### config.mk
export PLATFORM = sky130hd
export DESIGN_NAME = dsm_modulator
export DESIGN_NICKNAME = d
export VERILOG_FILES = /design/src/rtl/dsm_hold.sv /design/src/rtl/dsm_integ.sv /design/src/rtl/dsm_sign_q.sv /design/src/rtl/dsm_round_q.sv /design/src/rtl/dsm_modulator.sv
export SDC_FILE = /design/constraint.sdc
export NUM_CORES = 1
export LEC_CHECK = 0
export BUFFER_PORTS_ARGS = -buffer_cell sky130_fd_sc_hd__buf_4
export CAP_MARGIN = 0
export CORE_MARGIN = 2
export CORE_UTILIZATION = 48
export CTS_CLUSTER_DIAMETER = 100
export CTS_CLUSTER_SIZE = 16
export DETAILED_ROUTE_END_ITERATION = 8
export PLACE_DENSITY = 0.7
export SETUP_SLACK_MARGIN = 0.2
export SLEW_MARGIN = 20
export SYNTH_ARGS = -nofsm -noshare
export SYNTH_HDL_FRONTEND = slang
export SYNTH_HIERARCHICAL = 1
export SYNTH_SLANG_ARGS = --single-unit
### constraint.sdc
create_clock -name clk -period 8.3 [get_ports clk]
set_clock_uncertainty 0.1 [all_clocks]
set_input_delay 1.66 -clock clk [delete_from_list [all_inputs] [get_ports clk]]
set_output_delay 1.66 -clock clk [all_outputs]
set_load 0.005 [all_outputs]
### src/rtl/dsm_hold.sv
module dsm_hold #(
    parameter int W = 16
) (
    input  logic                clk,
    input  logic                rst,
    input  logic                vld,
    input  logic signed [W-1:0] din,
    output logic signed [W-1:0] held
);

    always_ff @(posedge clk) begin
        if (rst)      held <= '0;
        else if (vld) held <= din;
    end

    AST_HOLD_LOAD: assert property (@(posedge clk) disable iff (rst)
        vld |=> (held == $past(din)));
    AST_HOLD_KEEP: assert property (@(posedge clk) disable iff (rst)
        !vld |=> $stable(held));

endmodule

### src/rtl/dsm_integ.sv
module dsm_integ #(
    parameter int ACC_W = 20,
    parameter int DW    = 22
) (
    input  logic                    clk,
    input  logic                    rst,
    input  logic signed [DW-1:0]    delta,
    output logic signed [ACC_W-1:0] acc_nx
);

    localparam int SW = DW + 1;
    localparam logic signed [ACC_W-1:0] TOP = {1'b0, {(ACC_W-1){1'b1}}};
    localparam logic signed [ACC_W-1:0] BOT = {1'b1, {(ACC_W-1){1'b0}}};

    logic signed [ACC_W-1:0] acc_q;
    logic signed [SW-1:0]    sum;

    assign sum = SW'(acc_q) + SW'(delta);

    always_comb begin
        if (sum > SW'(TOP))      acc_nx = TOP;
        else if (sum < SW'(BOT)) acc_nx = BOT;
        else                     acc_nx = ACC_W'(sum);
    end

    always_ff @(posedge clk) begin
        if (rst) acc_q <= '0;
        else     acc_q <= acc_nx;
    end

    AST_INT_CLEAR: assert property (@(posedge clk)
        rst |=> (acc_q == '0));
    AST_SAT_TOP: assert property (@(posedge clk) disable iff (rst)
        (acc_q == TOP && delta >= 0) |=> (acc_q == TOP));
    AST_SAT_BOT: assert property (@(posedge clk) disable iff (rst)
        (acc_q == BOT && delta <= 0) |=> (acc_q == BOT));

endmodule

### src/rtl/dsm_sign_q.sv
module dsm_sign_q #(
    parameter int ACC_W = 20,
    parameter int FB_W  = 2
) (
    input  logic signed [ACC_W-1:0] val,
    output logic signed [FB_W-1:0]  lvl
);

    assign lvl = (val > 0) ? FB_W'(1) : {FB_W{1'b1}};

endmodule

### src/rtl/dsm_round_q.sv
module dsm_round_q #(
    parameter int ACC_W = 20,
    parameter int FB_W  = 4,
    parameter int SHIFT = 12,
    parameter int QBITS = 4
) (
    input  logic signed [ACC_W-1:0] val,
    output logic signed [FB_W-1:0]  lvl
);

    localparam int SW   = ACC_W + 1;
    localparam int LMAX = (2 ** (QBITS - 1)) - 1;
    localparam int LMIN = -(2 ** (QBITS - 1));
    localparam logic signed [SW-1:0] HALF = SW'(1) <<< (SHIFT - 1);

    logic signed [SW-1:0] tmp;
    logic signed [SW-1:0] rnd;

    assign tmp = SW'(val) + HALF;
    assign rnd = tmp >>> SHIFT;

    always_comb begin
        if (rnd > SW'(LMAX))      lvl = FB_W'(LMAX);
        else if (rnd < SW'(LMIN)) lvl = FB_W'(LMIN);
        else                      lvl = FB_W'(rnd);
    end

endmodule

### src/rtl/dsm_modulator.sv
module dsm_modulator #(
    parameter int SAMPLE_W = 16,
    parameter int ORDER    = 2,
    parameter int QBITS    = 4,
    parameter int HEADROOM = 4
) (
    input  logic                       clk,
    input  logic                       rst,
    input  logic                       smp_vld,
    input  logic signed [SAMPLE_W-1:0] smp_in,
    output logic [QBITS-1:0]           dac_code
);

    localparam int ACC_W  = SAMPLE_W + HEADROOM;
    localparam int DW     = ACC_W + 2;
    localparam int SHIFT  = SAMPLE_W - QBITS;
    localparam int FB_W   = (QBITS == 1) ? 2 : QBITS;
    localparam int LMAX_T = (2 ** (QBITS - 1)) - 1;
    localparam int LMIN_T = -(2 ** (QBITS - 1));

    logic signed [SAMPLE_W-1:0] held;
    logic signed [FB_W-1:0]     fb_q;
    logic signed [FB_W-1:0]     lvl_nx;
    logic signed [DW-1:0]       fb_scaled;
    logic signed [DW-1:0]       d1;
    logic signed [ACC_W-1:0]    a1_nx;
    logic signed [ACC_W-1:0]    fin_nx;

    dsm_hold #(.W(SAMPLE_W)) u_hold (
        .clk (clk),
        .rst (rst),
        .vld (smp_vld),
        .din (smp_in),
        .held(held)
    );

    // feedback level scaled to input units
    assign fb_scaled = DW'(fb_q) <<< SHIFT;
    assign d1        = DW'(held) - fb_scaled;

    dsm_integ #(.ACC_W(ACC_W), .DW(DW)) u_int1 (
        .clk   (clk),
        .rst   (rst),
        .delta (d1),
        .acc_nx(a1_nx)
    );

    generate
        if (ORDER == 1) begin : g_ord1
            assign fin_nx = a1_nx;
        end else begin : g_ord2
            logic signed [DW-1:0] d2;
            assign d2 = DW'(a1_nx) - fb_scaled;
            dsm_integ #(.ACC_W(ACC_W), .DW(DW)) u_int2 (
                .clk   (clk),
                .rst   (rst),
                .delta (d2),
                .acc_nx(fin_nx)
            );
        end

        if (QBITS == 1) begin : g_sign
            dsm_sign_q #(.ACC_W(ACC_W), .FB_W(FB_W)) u_q (
                .val(fin_nx),
                .lvl(lvl_nx)
            );
            assign dac_code = QBITS'(fb_q > 0);

            AST_SIGN_POS: assert property (@(posedge clk) disable iff (rst)
                (fin_nx > 0) |=> (fb_q == FB_W'(1)));
            AST_SIGN_NEG: assert property (@(posedge clk) disable iff (rst)
                (fin_nx <= 0) |=> (fb_q == {FB_W{1'b1}}));
        end else begin : g_round
            dsm_round_q #(.ACC_W(ACC_W), .FB_W(FB_W), .SHIFT(SHIFT), .QBITS(QBITS)) u_q (
                .val(fin_nx),
                .lvl(lvl_nx)
            );
            assign dac_code = fb_q;

            AST_CLAMP_HI: assert property (@(posedge clk) disable iff (rst)
                (fin_nx >= ACC_W'(LMAX_T <<< SHIFT)) |=> (fb_q == FB_W'(LMAX_T)));
            AST_CLAMP_LO: assert property (@(posedge clk) disable iff (rst)
                (fin_nx <= ACC_W'(LMIN_T <<< SHIFT)) |=> (fb_q == FB_W'(LMIN_T)));
        end
    endgenerate

    always_ff @(posedge clk) begin
        if (rst) fb_q <= '0;
        else     fb_q <= lvl_nx;
    end

    AST_FB_CLEAR: assert property (@(posedge clk)
        rst |=> (fb_q == '0));

endmodule

==> Word-level counts from Yosys, hierarchy flattened <==
Index checks and enable logic that the tools add are counted.
{ "classes": {"addsub": 5, "mul": 0, "div_mod_pow": 0, "order_cmp": 6, "n_eq_ne": 0, "n_shift": 0, "muxes": 6, "n_bitwise": 0, "reduce_logical": 1} }
{ "op_table": {"columns": ["cell", "count"], "rows": [
  ["$mux 20", 4],
  ["$gt 23x20->1 const B", 2],
  ["$lt 23x20->1 const B", 2],
  ["$add 20x21->22", 1],
  ["$add 20x13->21 const B", 1],
  ["$add 20x17->21", 1],
  ["$sub 20x16->21", 1],
  ["$sub 16x16->17", 1],
  ["$gt 9x4->1 const B", 1],
  ["$lt 9x4->1 const B", 1],
  ["$mux 4", 1],
  ["$mux 3", 1],
  ["$reduce_or 2->1", 1]
]} }
{ "totals": {"register_bits": 60, "latchBits": 0, "mem_bits_rw": 0, "mem_bits_ro": 0, "input_bits": 19, "out_inout_bits": 4, "elab_cells": 23, "memories": 0} }

==> Longest topological paths before layout <==
Gate-level depths: netlist of run 1.
{ "depth": {"depth_word": 14, "mapped_depth": 42, "depth_no_buf": 37} }

==> Cells and area by module <==
The synthesis of run 1 kept the hierarchy.
{ "modules_own_cells": {"columns": ["module", "instances", "cells_per_inst", "area_each_um2", "seq_area_each_um2"], "rows": [
  ["dsm_integ at u_int1", 1, 275, 2384.8, 400.4],
  ["dsm_integ at g_ord2.u_int2", 1, 259, 2134.5, 400.4],
  ["dsm_modulator", 1, 77, 618.1, 80.1],
  ["dsm_hold", 1, 52, 580.6, 320.3],
  ["dsm_round_q", 1, 35, 252.7, 0.0]
]} }

==> Least setup slack after synthesis of run 1 <==
OpenSTA, ideal clock, no wires.
{ "synth_path": {"path_kind": "register -> register", "from": "register fb_q[0], in the netlist dac_code[0]", "to": "register fb_q[0], in the netlist dac_code[0]", "setup_ns": 0.065, "arrival_time_ns": 8.415, "required_time_ns": 8.135, "slack_ns": -0.280, "path_stages_with_launch": 38, "path_buffers": 3, "synth_period_minus_slack_ns": 8.580, "path_cell_list": "dfxtp_1 ha_1 inv_1 fa_1 a211oi_1 mux2_2 ha_1 clkbuf_2 a21oi_1 o21ai_0 a221oi_1 mux2_2 a311oi_4 nand3_4 clkbuf_1 o22ai_1 inv_1 ha_1 [2 not listed] o31a_1 or4_1 o311ai_1 ha_1 buf_2 nand4_1 a2111oi_2 o21ai_1 a211oi_4 a21oi_1 o21ai_0 ha_1 nand3_1 or3_1 a21boi_0 o211ai_1 a22oi_1 nor2b_1"} }
{ "synth_between": {"elab_chain_cells": 14, "word_cells_on_any_way": 17, "classes_between": "5 x add/sub; 6 x order compare; 6 x mux"} }
{ "synth_rtl": {"columns": ["item", "line", "rtl"], "rows": [
  ["start: declaration", "dsm_modulator.sv:22", "logic signed [FB_W-1:0] fb_q;"],
  ["start signal: assignment", "dsm_modulator.sv:89", "else fb_q <= lvl_nx;"],
  ["$sub 16x16->17 *", "dsm_modulator.sv:39", "assign d1 = DW'(held) - fb_scaled;"],
  ["named net d1[16]", "dsm_modulator.sv:25", "logic signed [DW-1:0] d1;"],
  ["$add 20x17->21 *", "dsm_integ.sv:18", "assign sum = SW'(acc_q) + SW'(delta);"],
  ["$lt 23x20->1", "dsm_integ.sv:22", "else if (sum < SW'(BOT)) acc_nx = BOT;"],
  ["$mux 20", "dsm_integ.sv:22", null],
  ["$mux 20 *", "dsm_integ.sv:21", "if (sum > SW'(TOP)) acc_nx = TOP;"],
  ["named net a1_nx[12]", "dsm_modulator.sv:26", "logic signed [ACC_W-1:0] a1_nx;"],
  ["$sub 20x16->21 *", "dsm_modulator.sv:53", "assign d2 = DW'(a1_nx) - fb_scaled;"],
  ["named net g_ord2.d2[18]", "dsm_modulator.sv:52", "logic signed [DW-1:0] d2;"],
  ["[2 not listed]", null, null],
  ["$mux 20", "dsm_integ.sv:22", null],
  ["$mux 20 *", "dsm_integ.sv:21", null],
  ["named net fin_nx[11]", "dsm_modulator.sv:27", "logic signed [ACC_W-1:0] fin_nx;"],
  ["$add 20x13->21 *", "dsm_round_q.sv:19", "assign tmp = SW'(val) + HALF;"],
  ["$lt 9x4->1", "dsm_round_q.sv:24", "else if (rnd < SW'(LMIN)) lvl = FB_W'(LMIN);"],
  ["$mux 4", "dsm_round_q.sv:24", null],
  ["$mux 3 *", "dsm_round_q.sv:23", "if (rnd > SW'(LMAX)) lvl = FB_W'(LMAX);"],
  ["named net lvl_nx[0]", "dsm_modulator.sv:23", "logic signed [FB_W-1:0] lvl_nx;"]
]} }
The timed path passes the listed nets; every way through them passes the cells marked *.
A chain may end at the register's enable or synchronous reset.

==> Final worst setup path of run 1 <==
{ "layout_path": {"from": "register u_hold.held[12]", "to": "register fb_q[0], in the netlist dac_code[0]"} }
{ "layout_between": {"elab_chain_cells": 14, "word_cells_on_any_way": 17, "classes_between": "5 x add/sub; 6 x order compare; 6 x mux"} }
{ "layout_rtl": {"columns": ["item", "line", "rtl"], "rows": [
  ["start: declaration", "dsm_hold.sv:8", "output logic signed [W-1:0] held"],
  ["start signal: assignment", "dsm_hold.sv:13", "else if (vld) held <= din;"],
  ["$sub 16x16->17 *", "dsm_modulator.sv:39", null],
  ["named net d1[16]", "dsm_modulator.sv:25", null],
  ["$add 20x17->21 *", "dsm_integ.sv:18", null],
  ["$lt 23x20->1", "dsm_integ.sv:22", null],
  ["$mux 20", "dsm_integ.sv:22", null],
  ["$mux 20 *", "dsm_integ.sv:21", null],
  ["named net a1_nx[14]", "dsm_modulator.sv:26", null],
  ["$sub 20x16->21 *", "dsm_modulator.sv:53", null],
  ["named net g_ord2.d2[18]", "dsm_modulator.sv:52", null],
  ["[2 not listed]", null, null],
  ["$mux 20", "dsm_integ.sv:22", null],
  ["$mux 20 *", "dsm_integ.sv:21", null],
  ["named net fin_nx[12]", "dsm_modulator.sv:27", null],
  ["$add 20x13->21 *", "dsm_round_q.sv:19", null],
  ["$lt 9x4->1", "dsm_round_q.sv:24", null],
  ["$mux 4", "dsm_round_q.sv:24", null],
  ["$mux 3 *", "dsm_round_q.sv:23", null],
  ["named net lvl_nx[0]", "dsm_modulator.sv:23", null]
]} }
Marked as above.

==> results of run 1 <==
[path summary, 6_finish.rpt]
check                        from         endpoint  slack [ps]  cells past startpoint
setup / recovery  u_hold/held[12]      dac_code[0]         110                     38
hold / removal    u_hold/held[11]  u_hold/held[11]         410                      2
setup reg to reg  u_hold/held[12]      dac_code[0]         110                     38
hold reg to reg   u_hold/held[11]  u_hold/held[11]         410                      2
[flip-flops by register name, indices dropped and copies added, names as in the netlist]
name	cells
u_int1/acc_q	20
dac_code	4
g_ord2.u_int2/acc_q	20
u_hold/held	16
[worst reg2reg max path, delay by kind of cell, from the launching register on]
family	cells	cell delay [ps]
compound gates	15	3320
xor+xnor	1	230
buf+inv	8	1100
flops	1	320
simple gates	8	1640
fa+ha+maj	5	1160
mux	1	270
[stage by stage]
| step | util | hold slack, ps | cell area, um^2 | cells | setup WS [ps] |
|---|---|---|---|---|---|
| 2_1_floorplan | - | 360 | 5930 | 679 | 227 |
| 3_3_place_gp | 0.522 | 387 | 6240 | 841 | 72.1 |
| 3_5_place_dp | 0.522 | 389 | 6240 | 841 | -170 |
| 4_1_cts | 0.563 | 407 | 6740 | 870 | 204 |
| 5_1_grt | 0.610 | 448 | 7290 | 893 | -181 |
| 6_report | 0.610 | 415 | 7290 | 893 | 112 |
[timing repair]
action	CTS	global route
resized for setup	17	78
endpoints found under the setup margin	3	4
endpoints found under the hold margin	0	0
setup buffers	13	23
pin swaps	17	46
[final cells by class]
| type | count | area (um^2) |
|---|---|---|
| inverters | 46 | 181 |
| clock inverters | 5 | 60.1 |
| repair buffers | 83 | 694 |
| clock buffers | 11 | 253 |
| fillers | 987 | 4670 |
| multi-input cells | 541 | 4710 |
| flip-flops and latches | 60 | 1200 |
| well taps | 147 | 184 |
[per-layer routing]
| layer | track usage | routed length, um |
|---|---|---|
| met1 | 0.313 | 7270 |
| met2 | 0.425 | 8440 |
| met3 | 0.0429 | 673 |
| met4 | 0.121 | 646 |
| met5 | 0 | 0 |
[placed cells by master, fill, tap and decap left out, types with 6 or more instances in the layout]
cell type   n
a211oi_1    9
a21o_1     15
a21oi_1    44
a21oi_2     6
a221oi_1    6
a221oi_2   16
buf_4      72
buf_6       7
clkbuf_16   9
dfxtp_1    57
ha_1       39
ha_2        6
ha_4       12
inv_1      40
mux2i_1    17
nand2_1    37
nand3_1    12
nand4_1    12
nor2_1     42
nor2b_1     6
nor3_1      7
nor4b_1     6
o211ai_1   12
o21a_1      6
o21ai_0    32
o21ai_1     9
o21ai_2    13
o22ai_1    14
xnor2_1    23
xor2_1     13
==> flow_summary_export.csv, run 1 <==
group,metric,value,unit
die,floorplan.die_area,0.0131,mm^2
detailed_routing,drt_wl_total,17000,um
final_layout,num-nets-final,821,
timing,slew_viols_final,0,
die,fp.dieW,114,um
detailed_routing,via_count,5613,
worst_setup_path,critical_path_required,8470,ps
die,placementRows,40,
timing,layout_min_cycle_time,8190,ps
worst_setup_path,worst_ep_arrival_time,8360,ps
worst_setup_path,criticalPathCategory,"flop to flop",
global_route,first_global_vias,5355,
worst_setup_path,max_stage_delay,530,ps
detailed_routing,firstDrtPassIters,5,
worst_setup_path,worst-path-max-fanout,17,
timing,rsz_0062_raised_after_global_routing,"yes",
clock_network,tritoncts_clock_tree,"yes",
detailed_routing,routedWlPerCell,19.1,um
clock_network,worst_skew_pair.late_latency,340,ps
worst_setup_path,crit_path_start_kind,"flop",
worst_setup_path,cp.buffers_inverters,8,
timing,timing.final.hold_violations,0,
clock_network,htreeDepth,3,
worst_setup_path,slowest_cell_on_crit_path,"or4_4",
clock_network,cts.sink_count,60,
timing,tns,0,ps
global_route,globalRouteTotalUtil,0.253,
global_route,grt_max_degree,45,
global_route,grt_overflow,0,
worst_hold_path,hold_class,"flop to flop",
logic_synthesis,mappedNetlistArea,0.00586,mm^2
timing,fin_crit_sh,0.986,
placed_design,gp_congestion,0.916,
worst_setup_path,cp_top_family,"compound AO/OA/AOI/OAI gates",
clock_network,cts_hold_buffers,0,
timing,max_clock_freq,0.122,GHz
final_layout,layout-area-overhead-vs-synth,24.5,%
worst_setup_path,setup.worst_path.end_class,"flop",
die,chipHeight,114,um
final_layout,num_antenna_cells,0,
global_route,grt_pass1_wl,26200,um
clock_network,clock-root-buffer,"clkbuf_16",
clock_network,register_clock_pin_slew_on_the_reported_worst_setup_and_hold_paths,50,ps
clock_network,cts_inserted_buffers,9,
detailed_routing,drt_iter0_markers,467,
logic_synthesis,syn-num-nets,759,
die,core_region_area,0.0120,mm^2
die,io_pins,23,
placed_design,hpwlAfterDp,12300,um
run,max_cap_violations,0,
timing,worst-slew-pin-transition,797,ps
final_layout,post_route_cells_drive_above_1_share,0.314,
detailed_routing,avgViaCountPerCell,6.29,
detailed_routing,drc_errors,0,
placed_design,port_buffers,22,
logic_synthesis,number_of_instances_in_the_synthesized_netlist,679,
timing,setup_viol,0,
logic_synthesis,post_synth.cell_area_avg,8.62,um^2
worst_setup_path,worst_path_most_repeated_cell,"ha_4",
die,initial_utilization,0.490,
global_route,antenna_found_initial,0,
outcome,result_of_the_run,"complete, no violations",
timing,worst_slew_margin_rel,0.469,
clock_network,cts-root-to-sink-buffers,2,
logic_synthesis,yosysWarnings,6,
detailed_routing,ant_nets,0,
Power of run 1 is left out: the tool's default activity adds up to more than one toggle a clock period on the data nets, which glitch-free logic cannot reach.
==> run 2: changes to the inputs <==
Settings changed: PLACE_DENSITY 0.7 to 0.67.
Clock period 8.3 ns to 8 ns, I/O delays scaled along.
==> flow_summary_export.csv, run 2 (synthesis gave the netlist of run 1 again) <==
group,metric,value,unit
worst_setup_path,max_stage_delay,450,ps
timing,slew_viols_final,0,
timing,timing.final.hold_violations,0,
placed_design,gp_congestion,0.966,
die,floorplan.die_area,0.0131,mm^2
global_route,globalRouteTotalUtil,0.263,
detailed_routing,via_count,5950,
final_layout,num-nets-final,878,
global_route,grt-busiest-layer,"met2",
die,initial_utilization,0.490,
worst_setup_path,critical_path.reg2reg.startpoint,"u_hold/held[12]",
global_route,met2_track_demand_over_resource_in_global_routing,0.465,
clock_network,tritoncts_clock_tree,"yes",
worst_setup_path,timing.rr.end,"dac_code[0]",
final_layout,fin_cells,950,
worst_setup_path,regToRegSetupSlack,-100,ps
worst_setup_path,path_depth,37,
detailed_routing,drt_iter0_markers,357,
worst_setup_path,setup.worst_path.end,"dac_code[0]",
clock_network,htreeDepth,3,
clock_network,cts.sink_count,60,
final_layout,post_route_cells_drive_above_1_share,0.369,
detailed_routing,ant_nets,0,
timing,worst-slew-pin-transition,802,ps
worst_setup_path,setup.worst_path.end_class,"flop",
global_route,grt_util_met3,0.0376,
timing,worst_slew_margin_rel,0.465,
worst_setup_path,critical_path_required,8170,ps
die,chipHeight,114,um
timing,max_clock_freq,0.123,GHz
clock_network,cts-root-to-sink-buffers,2,
worst_hold_path,hold_class,"flop to flop",
worst_setup_path,worst_ep_arrival_time,8260,ps
worst_setup_path,cp_top_family,"compound AO/OA/AOI/OAI gates",
worst_setup_path,cp-startpoint,"u_hold/held[12]",
worst_setup_path,crit_path_start_kind,"flop",
detailed_routing,firstDrtPassIters,5,
clock_network,cts_inserted_buffers,9,
outcome,result_of_the_run,"complete, but fails checks",
detailed_routing,drc_errors,0,
global_route,grt_pass1_wl,27500,um
worst_setup_path,criticalPathCategory,"flop to flop",
global_route,grt_overflow,0,
final_layout,num-fill-cells,963,
outcome,failed_checks,"negative setup slack",
worst_setup_path,rr_worst_depth,37,
run,max_cap_violations,0,
clock_network,register_clock_pin_slew_on_the_reported_worst_setup_and_hold_paths,60,ps
timing,layout_min_cycle_time,8100,ps
final_layout,layout-area-overhead-vs-synth,31.5,%
clock_network,clock-root-buffer,"clkbuf_16",
final_layout,final_cell_mix,"buf_4 (126), dfxtp_1 (56), ha_1 (46)",
global_route,grt_max_degree,45,
placed_design,port_buffers,22,
global_route,first_global_vias,5636,
placed_design,hpwlAfterDp,13000,um
detailed_routing,avgViaCountPerCell,6.26,
detailed_routing,routedWlPerCell,19.2,um
clock_network,worst_skew_pair.late_latency,330,ps
die,fp.dieW,114,um
global_route,grt_util_met1,0.320,
worst_setup_path,worst-path-max-fanout,6,
timing,worst_slack,-98.5,ps
worst_setup_path,cp.buffers_inverters,7,
placed_design,dpl.cell_count,886,
worst_setup_path,slowest_cell_on_crit_path,"or4_4",
timing,setup_viol,3,
die,io_pins,23,
global_route,antenna_found_initial,0,
placed_design,pre_cts_slack,-193,ps
detailed_routing,drt_wl_total,18300,um
final_layout,top_regs,"g_ord2.u_int2/acc_q: 20 flops, u_int1/acc_q: 20 flops, u_hold/held: 16 flops",
final_layout,mostFrequentLayoutCell,"buf_4",
timing,fin_crit_sh,1.01,
final_layout,num_antenna_cells,0,
die,core_region_area,0.0120,mm^2
timing,rsz_0062_raised_after_global_routing,"yes",
worst_setup_path,worst_path_most_repeated_cell,"buf_4",
die,placementRows,40,
==> run 2: how the worst min path moves through the flow <==
stage / start / end / cells after the start / slack (ps)
after floorplan: u_hold/held[15] / u_hold/held[15] / 2 / 360
after global placement: u_hold/held[6] / u_hold/held[6] / 2 / 390
after detailed placement: u_hold/held[9] / u_hold/held[9] / 2 / 400
after CTS: u_hold/held[11] / u_hold/held[11] / 2 / 420
after global routing: u_hold/held[11] / u_hold/held[11] / 2 / 430
final: u_hold/held[11] / u_hold/held[11] / 2 / 410
==> run 2: through the flow <==
stage	TNS, ps	utilization	hold slack (ps)	area, um^2
after floorplan	-11.1	-	365	5970
after global placement	0	0.552	394	6600
after detailed placement	-425	0.552	397	6600
final	-135	0.644	413	7700
after global routing	-1160	0.644	430	7700
after CTS	0	0.610	416	7290
==> run 2: area by class of cell <==
cell class / count / area [um^2] / share of cell area
tap: 147 / 184 / 0.0239
inverter: 46 / 173 / 0.0224
clock buffer: 11 / 243 / 0.0315
clock inverter: 5 / 36.3 / 0.00471
sequential: 60 / 1210 / 0.157
multi-input combinational: 541 / 4760 / 0.618
timing repair buffer: 140 / 1100 / 0.143
==> run 2: timing repair <==
action | CTS | global route
setup buffers | 25 | 23
hold buffers | 0 | 0
pin swaps | 46 | 38
resized for setup | 52 | 48
endpoints found under the setup margin | 3 | 4
==> run 2: worst reg2reg max path, delay by kind of cell, from the launching register on <==
kind,cells,cell delay (ps)
DFF,1,320
and+or+nand+nor,5,1320
buffers and inverters,7,960
muxes,2,610
AOI/OAI and AO/OA,18,3440
adders and majority gates,5,1300
==> run 2: routing by layer <==
layer | part of all wire | up-vias
li1 | - | 2811
met1 | 0.42 | 2880
met2 | 0.51 | 209
met3 | 0.041 | 50
met4 | 0.036 | 0
met5 | 0 | -
Power of run 2 is left out for the same reason.
==> run 3: changes to the inputs <==
Settings changed: ABC_AREA set to 1.
==> flow_summary_export.csv, run 3 <==
group,metric,value,unit
outcome,result_of_the_run,"complete, no violations",
clock_network,htreeDepth,3,
final_layout,top_regs,"g_ord2.u_int2/acc_q: 20 flops, u_int1/acc_q: 20 flops, u_hold/held: 16 flops",
placed_design,port_buffers,22,
final_layout,layout-area-overhead-vs-synth,11.3,%
clock_network,tritoncts_clock_tree,"yes",
final_layout,post_route_cells_drive_above_1_share,0.108,
global_route,grt_overflow,0,
global_route,first_global_vias,5328,
worst_hold_path,hold_class,"flop to flop",
detailed_routing,drc_errors,0,
global_route,grt_max_degree,46,
timing,slew_viols_final,0,
timing,rsz_0062_raised_after_global_routing,"no",
clock_network,register_clock_pin_slew_on_the_reported_worst_setup_and_hold_paths,50,ps
timing,max_clock_freq,0.141,GHz
timing,setup_viol,0,
clock_network,clock-root-buffer,"clkbuf_16",
logic_synthesis,mappedNetlistArea,0.00593,mm^2
detailed_routing,drt_iter0_markers,281,
worst_setup_path,setup.worst_path.end_class,"flop",
placed_design,gp_congestion,0.953,
logic_synthesis,number_of_instances_in_the_synthesized_netlist,974,
detailed_routing,ant_nets,0,
worst_setup_path,worst-path-max-fanout,19,
worst_setup_path,worst_ep_arrival_time,7180,ps
detailed_routing,routedWlPerCell,11.9,um
worst_setup_path,slowest_cell_on_crit_path,"ha_1",
detailed_routing,drt_wl_total,13800,um
logic_synthesis,yosysWarnings,6,
global_route,globalRouteTotalUtil,0.223,
worst_setup_path,worst_path_most_repeated_cell,"nand2_1",
worst_setup_path,criticalPathCategory,"flop to flop",
timing,layout_min_cycle_time,7080,ps
clock_network,cts.sink_count,60,
die,placementRows,40,
timing,fin_crit_sh,0.885,
detailed_routing,via_count,5661,
timing,tns,0,ps
run,max_cap_violations,0,
final_layout,final_cell_mix,"nand2_1 (359), inv_1 (152), nor2_1 (89)",
global_route,antenna_found_initial,0,
timing,worst-slew-pin-transition,659,ps
clock_network,worst_skew_pair.late_latency,330,ps
clock_network,cts_inserted_buffers,9,
die,initial_utilization,0.492,
global_route,grt_pass1_wl,23500,um
die,floorplan.die_area,0.0133,mm^2
die,io_pins,23,
timing,timing.final.hold_violations,0,
clock_network,cts-root-to-sink-buffers,2,
worst_setup_path,crit_path_start_kind,"flop",
worst_setup_path,critical_path_required,8090,ps
worst_setup_path,regToRegSetupSlack,920,ps
die,core_region_area,0.0121,mm^2
timing,worst_slew_margin_rel,0.561,
final_layout,num-nets-final,1072,
final_layout,num-fill-cells,1284,
final_layout,mostFrequentLayoutCell,"nand2_1",
clock_network,cts_hold_buffers,0,
die,chipHeight,115,um
detailed_routing,firstDrtPassIters,5,
logic_synthesis,post_synth.cell_area_avg,6.09,um^2
final_layout,num_antenna_cells,0,
die,fp.dieW,115,um
logic_synthesis,syn-num-nets,1054,
placed_design,hpwlAfterDp,11200,um
worst_setup_path,max_stage_delay,420,ps
detailed_routing,avgViaCountPerCell,4.86,
## run 3: final cells by class
type	instances	area, um^2	share of cell area
clock inverters	4	95.1	0.0144
flip-flops and latches	60	1200	0.182
inverters	160	601	0.0909
repair buffers	25	188	0.0284
clock buffers	12	256	0.0388
well taps	168	210	0.0318
multi-input cells	736	4050	0.614
## run 3: timing repair
action	4_1_cts	5_1_grt
endpoints found under the setup margin	0	4
resized for setup	0	12
setup buffers	0	0
## run 3: routing by layer
metal / wire [um] / global-route usage / part of all wire
met2: 6370 / 0.381 / 0.46
met1: 6700 / 0.286 / 0.48
met5: 0 / 0 / 0
met3: 576 / 0.0443 / 0.042
met4: 199 / 0.0643 / 0.014
## run 3: worst paths after layout
check,end,from,cells past startpoint
setup / recovery,dac_code[0],dac_code[0],50
hold / removal,u_hold/held[0],u_hold/held[0],2
hold reg to reg,u_hold/held[0],u_hold/held[0],2
setup reg to reg,dac_code[0],dac_code[0],50
## run 3: through the flow
step / hold slack [ps] / cells / worst slack [ps] / util / cell area, um^2
floorplan: 349 / 974 / 1620 / - / 5930
global placement: 369 / 1149 / 667 / 0.512 / 6180
detailed placement: 370 / 1149 / 584 / 0.512 / 6180
CTS: 377 / 1165 / 563 / 0.541 / 6530
global route: 395 / 1165 / 207 / 0.548 / 6610
finish: 376 / 1165 / 917 / 0.548 / 6610
## run 3: critical path, delay by kind of cell, from the launching register on
| kind | cells | cell delay [ps] |
|---|---|---|
| simple gates | 32 | 3270 |
| fa+ha+maj | 6 | 1950 |
| buf+inv | 9 | 710 |
| compound gates | 3 | 540 |
| flops | 1 | 360 |
Power of run 3 is left out for the same reason.
